### src/rtl/upgrade_serial_pkg.sv
`timescale 1ns/1ps
package upgrade_serial_pkg;

    // Operation chosen for the working/control register pair on a clock edge
    typedef enum logic [1:0] {
        OP_UPDATE  = 2'd0,
        OP_CAPTURE = 2'd1,
        OP_SHIFT   = 2'd2
    } op_e;

endpackage

### src/rtl/usc_mode_decode.sv
`timescale 1ns/1ps
module usc_mode_decode (
    input  logic                    sel_shift,
    input  logic                    sel_capture,
    output upgrade_serial_pkg::op_e op
);
    import upgrade_serial_pkg::*;

    // Shift select dominates; capture select only matters when it is low
    always_comb begin
        if (sel_shift) begin
            op = OP_SHIFT;
        end else if (sel_capture) begin
            op = OP_CAPTURE;
        end else begin
            op = OP_UPDATE;
        end
    end

endmodule

### src/rtl/usc_shift_path.sv
`timescale 1ns/1ps
module usc_shift_path #(
    parameter int W = 22
) (
    input  logic                    clk,
    input  logic                    rst,
    input  upgrade_serial_pkg::op_e op,
    input  logic                    ser_in,
    input  logic [W-1:0]            status_in,
    output logic [W-1:0]            shift_word,
    output logic [W-1:0]            hold_word
);
    import upgrade_serial_pkg::*;

    typedef struct packed {
        logic [W-1:0] work;
        logic [W-1:0] hold;
    } path_t;

    path_t path_d, path_q;

    always_comb begin
        path_d = path_q;
        case (op)
            OP_SHIFT: begin
                // serial bit enters at the top, bit 0 leaves
                path_d.work = W'({ser_in, path_q.work} >> 1);
            end
            OP_CAPTURE: begin
                path_d.work = status_in;
            end
            OP_UPDATE: begin
                path_d.hold = path_q.work;
            end
            default: begin
                path_d = path_q;
            end
        endcase
    end

    always_ff @(posedge clk) begin
        if (rst) begin
            path_q <= '0;
        end else begin
            path_q <= path_d;
        end
    end

    assign shift_word = path_q.work;
    assign hold_word  = path_q.hold;

endmodule

### src/rtl/usc_request.sv
`timescale 1ns/1ps
module usc_request (
    input  logic clk,
    input  logic rst,
    input  logic wd_n,
    input  logic cfg_n,
    input  logic cfg_en,
    output logic wd_pulse,
    output logic cfg_req
);
    typedef struct packed {
        logic wd_last;
        logic wd_pulse;
        logic cfg_req;
    } req_t;

    localparam req_t REQ_RESET = '{wd_last: 1'b1, wd_pulse: 1'b0, cfg_req: 1'b0};

    req_t req_d, req_q;

    always_comb begin
        req_d          = req_q;
        req_d.wd_last  = wd_n;
        // high-to-low transition between consecutive samples
        req_d.wd_pulse = req_q.wd_last & ~wd_n;
        req_d.cfg_req  = ~cfg_n & cfg_en;
    end

    always_ff @(posedge clk) begin
        if (rst) begin
            req_q <= REQ_RESET;
        end else begin
            req_q <= req_d;
        end
    end

    assign wd_pulse = req_q.wd_pulse;
    assign cfg_req  = req_q.cfg_req;

endmodule

### src/rtl/upgrade_serial_ctl.sv
`timescale 1ns/1ps
module upgrade_serial_ctl #(
    parameter int W = 22
) (
    input  logic         clk,
    input  logic         rst,
    input  logic         mode_shift,
    input  logic         mode_capture,
    input  logic         ser_in,
    input  logic [W-1:0] status_in,
    output logic         ser_out,
    output logic [W-1:0] ctrl_out,
    input  logic         wd_restart_n,
    output logic         wd_restart_pulse,
    input  logic         reconf_n,
    input  logic         reconf_en,
    output logic         reconf_req
);
    upgrade_serial_pkg::op_e op;
    logic [W-1:0]            shift_word;

    usc_mode_decode u_decode (
        .sel_shift   (mode_shift),
        .sel_capture (mode_capture),
        .op          (op)
    );

    usc_shift_path #(.W(W)) u_path (
        .clk        (clk),
        .rst        (rst),
        .op         (op),
        .ser_in     (ser_in),
        .status_in  (status_in),
        .shift_word (shift_word),
        .hold_word  (ctrl_out)
    );

    usc_request u_req (
        .clk      (clk),
        .rst      (rst),
        .wd_n     (wd_restart_n),
        .cfg_n    (reconf_n),
        .cfg_en   (reconf_en),
        .wd_pulse (wd_restart_pulse),
        .cfg_req  (reconf_req)
    );

    assign ser_out = shift_word[0];

endmodule

### config.mk
export PLATFORM = sky130hd
export DESIGN_NAME = upgrade_serial_ctl
export DESIGN_NICKNAME = d
export VERILOG_FILES = /design/src/rtl/upgrade_serial_pkg.sv /design/src/rtl/usc_mode_decode.sv /design/src/rtl/usc_shift_path.sv /design/src/rtl/usc_request.sv /design/src/rtl/upgrade_serial_ctl.sv
export SDC_FILE = /design/constraint.sdc
export NUM_CORES = 1
export LEC_CHECK = 0
export CELL_PAD_IN_SITES_DETAIL_PLACEMENT = 1
export CELL_PAD_IN_SITES_GLOBAL_PLACEMENT = 1
export CORE_AREA = 2 2 70 72
export DETAILED_ROUTE_END_ITERATION = 16
export DIE_AREA = 0 0 72 74
export DONT_BUFFER_PORTS = 1
export PLACE_DENSITY_LB_ADDON = 0.2
export SLEW_MARGIN = 30
export SYNTH_ARGS = -nofsm -noshare
export SYNTH_HDL_FRONTEND = slang
export SYNTH_SLANG_ARGS = --single-unit
### constraint.sdc
create_clock -name clk -period 1.2 [get_ports clk]
set_input_delay 0.18 -clock clk [delete_from_list [all_inputs] [get_ports clk]]
set_output_delay 0.18 -clock clk [all_outputs]
set_load 0.05 [all_outputs]
==> results of run 1 <==
-- routing by layer --
layer  global-route usage  vias to the layer above  wire length [um]
met2               0.2675                       43              2043
li1                     -                      760                 -
met3              0.06098                        6               275
met5                    0                        -                 0
met4              0.06499                        0                69
met1               0.2470                      725              2185
-- flip-flops by register name, summed over array words and instances, names as in the netlist --
signal / count
u_path.hold_word: 22
u_path.shift_word: 22
u_req.cfg_req: 1
u_req.req_q: 1
u_req.wd_pulse: 1
-- worst max path at each step --
stage               slack (ns)               endpoint
CTS                       0.10       wd_restart_pulse
global route              0.07             reconf_req
detailed placement        0.13  u_path.shift_word[17]
global placement          0.22   u_path.shift_word[6]
finish                    0.11       wd_restart_pulse
floorplan                 0.02    u_path.hold_word[0]
-- power breakdown --
part	switching, mW	total (mW)	internal (mW)
sequential	0.0661	1.71	1.64
combinational	0.168	0.316	0.148
clock	0.495	1.02	0.526
-- stage by stage --
step           area (sq um)  setup slack, ns  utilization  power (mW)
2_1_floorplan          2022          0.02314            -       2.058
3_3_place_gp           2142           0.2151       0.4659       2.039
3_5_place_dp           2142           0.1316       0.4659       2.057
4_1_cts                2252           0.1022       0.4898       3.083
5_1_grt                2262          0.07232       0.4920       3.201
6_report               2262           0.1128       0.4920       3.042
-- kinds of logic (layout without fill, tap and decap cells) --
group | Yosys count | count (layout) | share of synthesized area
AOI/OAI and AO/OA | 66 | 66 | 0.1906
buffers and inverters | 23 | 35 | 0.06312
DFF | 47 | 47 | 0.4653
muxes | 22 | 22 | 0.1089
and+or+nand+nor | 47 | 47 | 0.1720
-- placed cells by master, fill, tap and decap left out, types with 2 or more instances in the layout --
| master | count |
|---|---|
| sky130_fd_sc_hd__o21ai_0 | 22 |
| sky130_fd_sc_hd__mux2i_1 | 22 |
| sky130_fd_sc_hd__a211oi_1 | 22 |
| sky130_fd_sc_hd__or3b_2 | 6 |
| sky130_fd_sc_hd__nor2b_1 | 22 |
| sky130_fd_sc_hd__dlygate4sd3_1 | 2 |
| sky130_fd_sc_hd__clkbuf_8 | 7 |
| sky130_fd_sc_hd__a21oi_1 | 22 |
| sky130_fd_sc_hd__dfxtp_1 | 47 |
| sky130_fd_sc_hd__inv_1 | 2 |
| sky130_fd_sc_hd__buf_4 | 23 |
| sky130_fd_sc_hd__or3b_1 | 16 |
-- cells in the mapped netlist (all sizes together) --
library cell / number
buf: 7
or2: 1
dfxtp: 47
or3b: 22
o21ai: 22
a21oi: 22
nor2b: 22
nor2: 1
clkbuf: 14
inv: 2
a211oi: 22
nor3b: 1
mux2i: 22
-- layout make-up --
class | count | area [sq um] | area share
Inverter | 2 | 7.507 | 0.003319
Clock buffer | 8 | 100.1 | 0.04425
Tap cell | 54 | 67.56 | 0.02987
Timing Repair Buffer | 25 | 192.7 | 0.08518
Sequential cell | 47 | 940.9 | 0.4159
Multi-Input combinational cell | 135 | 953.4 | 0.4215
==> results.md, run 1 <==
Setup path:
- The worst setup path is launched from a flip-flop.
- The endpoint of the lowest-slack register-to-register path is u_path.hold_word[14].
- The logic depth of the worst setup path including buffers is 0.
- The worst reg-to-reg setup slack is between 0.15 and 0.2 ns.
- In this run the worst setup path begins at u_req.wd_pulse.
- STA classifies the critical path endpoint as an output port.
- Along the worst path, the maximum fanout reaches 1.
- The worst reg2reg path startpoint is u_path.shift_word[14].
- Data on the critical path arrives at its endpoint at between 0.9 and 1 ns.
- The critical path in this run is classified as reg -> out.
- At the worst endpoint, the required time is roughly 1 ns.
- The number of cells on the worst reg-to-reg path is 2.

Timing:
- On the final layout, the worst hold slack is -0.04683 ns.
- The number of setup violations in the final report is 0.
- The max-slew violation count is 0.
- The share of the clock period used by the worst path is 0.9060.
- The final count of hold timing violations was 45.
- The transition at the pin with the smallest max-transition slack is around 0.72 ns.
- In this run the tightest slew margin relative to its limit is 0.5225.
- The maximum achievable frequency is 919.8 MHz.
- For the final database, setup skew stands at between 0.004 and 0.005 ns.
- Adding up every negative setup slack in the final design gives 0 ns.
- Counting I/O delays and the setup requirement, the final critical path takes about 1.1 ns.
- Setup repair after global routing left no endpoint under its margin.

Placed design:
- Once placement completed, the tool counted placed cells totaling between 200 and 300.
- The HPWL after detailed placement is approximately 3000 um.
- The number of input and output port buffers inserted is 0.
- The weighted congestion reported at the end of routability-driven placement is 0.7489.

Floorplanning:
- The number of ports placed on the die boundary is 55.
- The site row count is 25.
- The total core area is 0.004598 sq mm.
- The floorplan step set the die width to 72 um.
- The overall die area is 0.005328 sq mm.
- The vertical die dimension is 74 um.
- The initial standard-cell utilization of the core is 0.4397.

Power and ir drop:
- The peak supply drop is 0.0007366 V.
- In this run the static leakage power is 0.8677 nW.
- The areal power density over the cells is ~1300 mW/mm^2.

GRT:
- For this run, the total global-route usage over all layers was measured as 0.1806.
- Entering global routing, the biggest net connects 68 pins.
- The first-pass GRT wire length is 7417 um.
- The number of antenna violations at the first check in global routing is 0.
- Summed over all layers, the global routing overflow is 0.
- The via count of the first global-routing pass is 1,491.

Clock tree:
- Clock tree synthesis inserted a total of 5 buffers.
- The root buffer cell chosen for the clock tree is sky130_fd_sc_hd__clkbuf_8.
- The clock drives 47 sinks.
- The longest clock path from root to sink contains 2 buffers.
- The clock latency at the later pin of the worst-skew pair is between 0.2 and 0.3 ns.
- The cts-stage hold buffer count is 1.
- The H-tree was split into 2 levels.
- The clock transition at the registers of the reported paths is around 0.080 ns.
- TritonCTS built the clock tree.
- The buffer count from post-CTS setup fixing is 0.
- The number of gates resized after CTS was 0.

Logic synthesis:
- The average cell area after synthesis is 9.863 sq um.
- The number of nets in the synthesized netlist is 235.
- The library cell with the largest summed area after synthesis is sky130_fd_sc_hd__dfxtp_1.
- The count of distinct cell types in the synthesized netlist is 16.
- For this run, the register share of the synthesized area comes to 0.4653.
- The fraction of synthesized cell area taken by the top area cell type is 0.4653.
- For this run, the number of Yosys warnings is 0.
- Sorting the synthesized cells by area gives the leading types as sky130_fd_sc_hd__dfxtp_1 47%, sky130_fd_sc_hd__mux2i_1 11%, sky130_fd_sc_hd__a211oi_1 8.2%.
- In this run the cell area of the synthesized design comes to 0.002022 sq mm.
- The register bit count reported by yosys is 47.
- Counting every instance in the synthesized netlist gives 205.

Route:
- The remaining antenna violation count after routing is 0.
- For this block, the via count after detailed routing is 1,534.
- The final wirelength is around 4600 um.
- The first TritonRoute pass finished after 4 iterations.
- Dividing the detail-routed wire length by the instance count gives 16.87 um.
- The detailed router finished its first iteration with 53 violations.
- The detailed-route DRC error count is 0.
- The post-detailed-route via-to-cell ratio is 5.661.

Cells and area:
- The count of cells in the finished layout, fillers not included, comes to about 270.
- The final-layout fill cell count is 515.
- The final layout net count is 246.
- The fraction of layout instances using a drive strength above 1 is 0.1705.
- The number of diodes is 0.
- From synthesis to final layout, the design area changed by 11.88%.

Run status:
- The run finished, with violations left.
- The final reports fail on negative hold slack.

Hold path:
- The endpoint of the worst hold-timing path is u_path.hold_word[2].
- Along the worst hold path, the cell count comes to 1.
- The launch point of the worst hold path is rst.
- The path class of the tightest hold or removal check is in -> reg.

Job:
- Max-cap violations in this run came to 0.
Note: power is estimated with default switching activity, not from simulation.
==> run 2: changes to the inputs <==
--- a/config.mk
+++ b/config.mk
@@ -7,9 +7,9 @@
 export LEC_CHECK = 0
 export CELL_PAD_IN_SITES_DETAIL_PLACEMENT = 1
 export CELL_PAD_IN_SITES_GLOBAL_PLACEMENT = 1
-export CORE_AREA = 2 2 70 72
+export CORE_AREA = 5 5 78 80
 export DETAILED_ROUTE_END_ITERATION = 16
-export DIE_AREA = 0 0 72 74
+export DIE_AREA = 0 0 83 85
 export DONT_BUFFER_PORTS = 1
 export PLACE_DENSITY_LB_ADDON = 0.2
 export SLEW_MARGIN = 30
==> run 2 against run 1 <==
  * Non-clock buffer count did not move
  * Setup slack got worse by 0.023 ns
  * The flow still finishes with violations (negative hold slack)
  * Routed wire length increased by 5.2%
  * Core utilization down 6.7 points
  * Via count decreased by 2.0%
  * Largest power group unchanged
  * Cell area grew 0.33%
  * Sequential power about the same
  * Cell count rose by 6.6%
==> results.md, run 2 (synthesis gave the netlist of run 1 again) <==
Clock tree:
- The TritonCTS buffer count is 5.
- The TritonCTS clock tree is yes.
- The cts-stage hold buffer count is 2.
- The cell sitting at the root of the clock tree is a sky130_fd_sc_hd__clkbuf_8.
- In this run, post-CTS repair resized a total of 0 instances.
- In this run the deepest clock path goes through 2 buffers.
- The clock reaches the later pin of the worst-skew pair after 0.30 ns.
- The H-tree depth is 2.
- Once the clock tree was built, the setup fixing pass inserted 0 buffers.
- The clock transition at the registers of the reported paths is 0.09 ns.
- The TritonCTS sink count is 47.

Placed design:
- The placement-stage cell area is 0.002165 sq mm.
- Port buffering added 0 buffers.
- OpenSTA, run right after detailed placement, puts the worst setup slack at 0.1331 ns.
- The congestion estimate from routability-driven global placement came to roughly 0.68.
- The placed wire-length estimate is about 3100 um.

Cells and area:
- In the final layout, the share of cells above drive strength 1 is 0.1705.
- The number of diodes is 0.
- The commonest non-fill, non-tap cell in the layout is sky130_fd_sc_hd__dfxtp_1.
- From synthesis to final layout, the design area changed by 12.25%.
- The final-layout fill cell count is 635.
- In the layout the commonest cells are 47 x sky130_fd_sc_hd__dfxtp_1, 23 x sky130_fd_sc_hd__buf_4.
- The final standard cell area without fillers is 0.002270 sq mm.
- At the end of the flow, the number of nets in the layout was 246.

Power and ir drop:
- Across the VDD grid, the largest voltage drop is 0.0006982 V.
- For this design the ratio of total power to cell area is 1309 mW/mm^2.
- Total power for the finished layout comes to 2.971 mW.
- The analysis attributes to cell leakage a power of 0.8588 nW.

Timing:
- Setup repair after global routing left no endpoint under its margin.
- The final count of hold timing violations is 45.
- For the pin with the worst max-slew slack, the measured transition is 0.7469 ns.
- The final critical-path setup slack is 0.08938 ns.
- Of the available clock period, the critical path in the final layout requires 0.9255.
- Derived from the worst setup path, the maximum achievable clock frequency is 900.4 MHz.
- The worst slack on hold paths is -0.05792 ns.
- The number of setup violations in the final report is 0.
- The max-slew violation count is 0.
- The clock period could shrink to 1.111 ns.
- The clock tree skew after final layout is 0.006691 ns.
- The relative slew slack is 0.5015.
- Summed over all failing endpoints, the final setup total negative slack is 0 ns.

Floorplanning:
- In this run the vertical extent of the chip is 85 um.
- Row generation in the floorplan step produced 27 rows.
- After floorplanning, the core was sized to cover approximately 0.0053 sq mm.
- The overall die area is 0.007055 sq mm.
- In this run the count of I/O pins placed on the die edge is 55.
- The overall die width is between 80 and 90 um.
- For this configuration, the core starts out at a cell density of 0.3788.

GRT:
- The via count of the first global-routing pass is 1,617.
- Entering global routing, the biggest net connects 68 pins.
- The number of antenna violations at the first check in global routing is 0.
- The first global-routing pass estimated about 8200 um of wire.
- The total overflow left after global routing is 0.
- In the global route stage, overall resource usage came out at 0.1404.

Route:
- The detail route stage leaves a number of antenna-violating nets equal to 0.
- In this run, the number of DRC markers left after iteration 0 of detailed routing was 110.
- For this block, the routed nets add up to 4809 um of wire.
- Before antenna repair, the detailed router went through 4 iterations.
- The total via count after detailed routing is 1,503.
- In the final routed layout, each cell accounts on average for 16.64 um.
- The detailed-route DRC error count is 0.
- After detailed routing, the number of vias per cell comes to 5.201.

Job:
- Across the run, the number of max-cap violations was 0.

Setup path:
- The startpoint type of the worst setup path is a flip-flop.
- The path type of the worst setup path is reg -> out.
- STA classifies the critical path endpoint as an output port.
- At the worst endpoint, the required time is around 1 ns.
- Data arrives at the worst endpoint at 0.93 ns.
- Along the worst path, the maximum fanout reaches 1.

Hold path:
- In this run the worst hold path is classified as in -> reg.

Run status:
- The checks that failed: negative hold slack.
- The flow ran to the end, but the final reports show violations.
[run 2: report_power, final]
part	switching, mW	total [mW]	internal [mW]
Clock	0.540	0.948	0.408
Sequential	0.0643	1.70	1.64
Combinational	0.170	0.318	0.148
[run 2: path summary, 6_finish.rpt]
path	start	endpoint	slack [ns]	depth (start not counted)
setup / recovery	u_req.wd_pulse	wd_restart_pulse	0.09	0
hold / removal	rst	u_path.hold_word[0]	-0.06	1
setup reg to reg	u_path.shift_word[13]	u_path.hold_word[13]	0.18	2
hold reg to reg	u_req.req_q[2]	u_req.wd_pulse	0.42	2
[run 2: stage by stage]
stage / utilization / instances / hold slack [ns]
after floorplan: - / 205 / 0.2561
final: 0.4252 / 289 / -0.05792
after detailed placement: 0.4055 / 279 / 0.2590
after CTS: 0.4252 / 289 / -0.07149
after global placement: 0.4055 / 279 / 0.2565
after global routing: 0.4252 / 289 / -0.07578
[run 2: cell type report]
type	instances	area (sq um)	share of cell area
timing repair buffer	25	192.7	0.08490
tap	72	90.09	0.03969
multi-input combinational	135	953.4	0.4201
clock buffer	6	72.57	0.03197
clock inverter	2	12.51	0.005513
inverter	2	7.507	0.003308
sequential	47	940.9	0.4146
[run 2: per-layer routing]
metal / track usage / share of wire
met5: 0 / 0
met1: 0.1794 / 0.47
met2: 0.2274 / 0.47
met3: 0.04563 / 0.047
met4: 0.04012 / 0.012
==> run 3: changes to the inputs <==
--- a/config.mk
+++ b/config.mk
@@ -7,9 +7,9 @@
 export LEC_CHECK = 0
 export CELL_PAD_IN_SITES_DETAIL_PLACEMENT = 1
 export CELL_PAD_IN_SITES_GLOBAL_PLACEMENT = 1
-export CORE_AREA = 5 5 78 80
+export CORE_AREA = 5 5 74 76
 export DETAILED_ROUTE_END_ITERATION = 16
-export DIE_AREA = 0 0 83 85
+export DIE_AREA = 0 0 79 81
 export DONT_BUFFER_PORTS = 1
 export PLACE_DENSITY_LB_ADDON = 0.2
 export SLEW_MARGIN = 30
==> run 3 against run 2 <==
  * The run still ends with negative hold slack left
  * Routed wire length is 3.4% lower
  * Die area decreased by 9.3%
  * Cell area up 0.17%
  * Cell count shrank 5.9%
  * First-iteration DRC count grew 11%
  * Count of clock-buffer cells in the layout increased by 1
  * Clock skew barely moved
  * Global-route usage increased by 1.4 points
  * Critical path type unchanged
==> results.md, run 3 (synthesis gave the netlist of run 1 again) <==
GRT:
- Entering global routing, the biggest net connects 68 pins.
- The overall fraction of global-route tracks in use is 0.1544.
- The number of antenna violations at the first check in global routing is 0.
- The first global-routing pass estimated around 7900 um of wire.
- The via count of the first global-routing pass is 1,575.
- Summed over all layers, the global routing overflow is 0.

Setup path:
- Data arrives at the worst endpoint at 0.92 ns.
- The critical path runs through a total of 0 cells.
- By startpoint and endpoint, the worst setup path is classified as reg -> out.
- Of all nets on the critical path, the largest fanout is 1.
- STA classifies the critical path startpoint as a flip-flop.
- At the worst endpoint, the required time is 1.02 ns.
- The cell depth of the worst flop-to-flop path is 2.
- STA classifies the critical path endpoint as an output port.

Floorplanning:
- The vertical die dimension is between 80 and 90 um.
- 55 I/O pins were placed.
- The initial standard-cell utilization of the core is 0.4338.
- The overall die area is 0.006399 sq mm.
- The total core area is between 0.004 and 0.005 sq mm.
- The floorplan has 25 rows.
- The die is 79 um wide.

Route:
- After the first detailed-routing iteration, the DRC count stood at 122.
- The mean routed wirelength per cell is 17.07 um.
- The detail route stage leaves a number of antenna-violating nets equal to 0.
- The pre-antenna-repair detailed-routing pass consisted of 4 iterations.
- After detailed routing, the number of remaining DRC violations is 0.
- The routed design has 4644 um of wire.
- The total via count after detailed routing is roughly 1,500.
- Using the TritonRoute via totals, the vias-per-cell ratio works out to 5.610.

Run status:
- The final reports fail on negative hold slack.
- The flow ran to the end, but the final reports show violations.

Timing:
- The max-slew violation count is 0.
- The share of the clock period used by the worst path is 0.9151.
- The relative slew slack is 0.6808.
- The final count of hold timing violations is 45.
- Setup repair after global routing left no endpoint under its margin.
- The minimum period implied by the final worst setup slack is ~1.1 ns.
- The transition at the pin with the smallest max-transition slack is 0.4781 ns.
- The worst slack on hold paths is -0.05604 ns.
- The summed negative setup slack over all endpoints is 0 ns.
- Setup violations remaining at the end of the flow were counted as 0.
- The maximum achievable frequency is 910.6 MHz.
- The clock tree skew after final layout is 0.006636 ns.

Hold path:
- Along the worst hold path, the cell count comes to 1.
- The worst min-delay path category is in -> reg.

Placed design:
- Input and output buffers added on the ports amount to 0.
- After detailed placement, the total cell area comes to 0.002150 sq mm.
- Detailed placement finished with a half-perimeter wire length of 3065 um.
- At the end of routability-driven placement, the weighted congestion stood at 0.6978.

Clock tree:
- Clock-pin slew was measured on the worst setup and hold paths at 0.08 ns.
- In this run, post-CTS hold repair placed 2 buffers.
- Clock latency on the worst-skew pair, taken at its later pin, is 0.29 ns.
- TritonCTS built the clock tree.
- The TritonCTS sink count is 47.
- The TritonCTS buffer count is 5.
- The H-tree depth is 2.
- The buffer levels on the longest clock path is 2.
- The tree is rooted in a sky130_fd_sc_hd__clkbuf_8.

Cells and area:
- The fraction of layout instances using a drive strength above 1 is 0.1789.
- Summing all flip-flop and latch instances after layout gives 940.9 sq um.
- The post-synthesis to final-layout area growth is 12.44%.
- Once layout is done, the placed cells without fillers occupy 0.002273 sq mm.
- The final layout net count is 247.
- Leaving out fill and tap cells, the most frequent cells in the layout are 47 x sky130_fd_sc_hd__dfxtp_1, 24 x sky130_fd_sc_hd__buf_4.
- The commonest non-fill, non-tap cell in the layout is sky130_fd_sc_hd__dfxtp_1.
- The multi-input combinational cell area is 953.4 sq um.
- After filler insertion, the fill cell instance count of the layout stands at approximately 530.
- The repair_antennas step left the layout with diodes totalling 0.

Power and ir drop:
- Power spread over the standard cell area amounts to roughly 1300 mW/mm^2.
- The net switching power figure is 739.6 uW.
- The peak supply drop is just over 0.0006 V.
- Of the total power, the clock network draws 0.337.
- In this run the static leakage power is 0.8729 nW.
- The logic gate share of total power is 0.105.
- The power share of the sequential group is 0.558.
- Of the total power, the share spent switching nets is 0.2422.
- The internal power of the cells totals 2.315 mW.

Job:
- Across the run, the number of max-cap violations was 0.
run 3: metal layers:
metal / wire length [um] / vias to the layer above / GRT usage
met2: 2173 / 40 / 0.2517
met3: 310 / 5 / 0.05654
li1: - / 761 / -
met1: 2137 / 720 / 0.1954
met5: 0 / - / 0
met4: 23 / 0 / 0.03608
run 3: path summary, 6_finish.rpt:
check / startpoint / endpoint / slack, ns
max: u_req.wd_pulse / wd_restart_pulse / 0.10
min: rst / u_path.hold_word[21] / -0.06
max reg2reg: u_path.shift_word[14] / u_path.hold_word[14] / 0.20
min reg2reg: u_req.req_q[2] / u_req.wd_pulse / 0.43
run 3: area by class of cell:
cell class / instances / share of cell area
inverter: 2 / 0.003302
clock inverter: 1 / 0.003302
tap: 54 / 0.02972
timing repair buffer: 26 / 0.08806
clock buffer: 7 / 0.04238
multi-input combinational: 135 / 0.4194
sequential: 47 / 0.4139
run 3: what timing repair did:
item                                   CTS  global route
buffers inserted                         0             0
gates resized for setup                  0             0
endpoints found under the hold margin   46            46
run 3: power groups by stage:
| stage | Sequential, mW | Combinational (mW) | Clock (mW) |
|---|---|---|---|
| after global routing | 1.72 | 0.348 | 1.13 |
| after floorplan | 1.81 | 0.250 | 0 |
| final | 1.70 | 0.320 | 1.03 |
| after CTS | 1.70 | 0.324 | 1.07 |
| after detailed placement | 1.74 | 0.318 | 0 |
| after global placement | 1.73 | 0.308 | 0 |
run 3: metrics by stage:
step | setup slack (ns) | std cells | power (mW) | hold WS (ns) | utilization
after floorplan | 0.02314 | 205 | 2.058 | 0.2561 | -
after CTS | 0.08324 | 272 | 3.100 | -0.06693 | 0.4878
after global placement | 0.2657 | 262 | 2.040 | 0.2544 | 0.4612
after global routing | 0.06450 | 272 | 3.192 | -0.06995 | 0.4878
after detailed placement | 0.2126 | 262 | 2.059 | 0.2568 | 0.4612
final | 0.1018 | 272 | 3.054 | -0.05604 | 0.4878
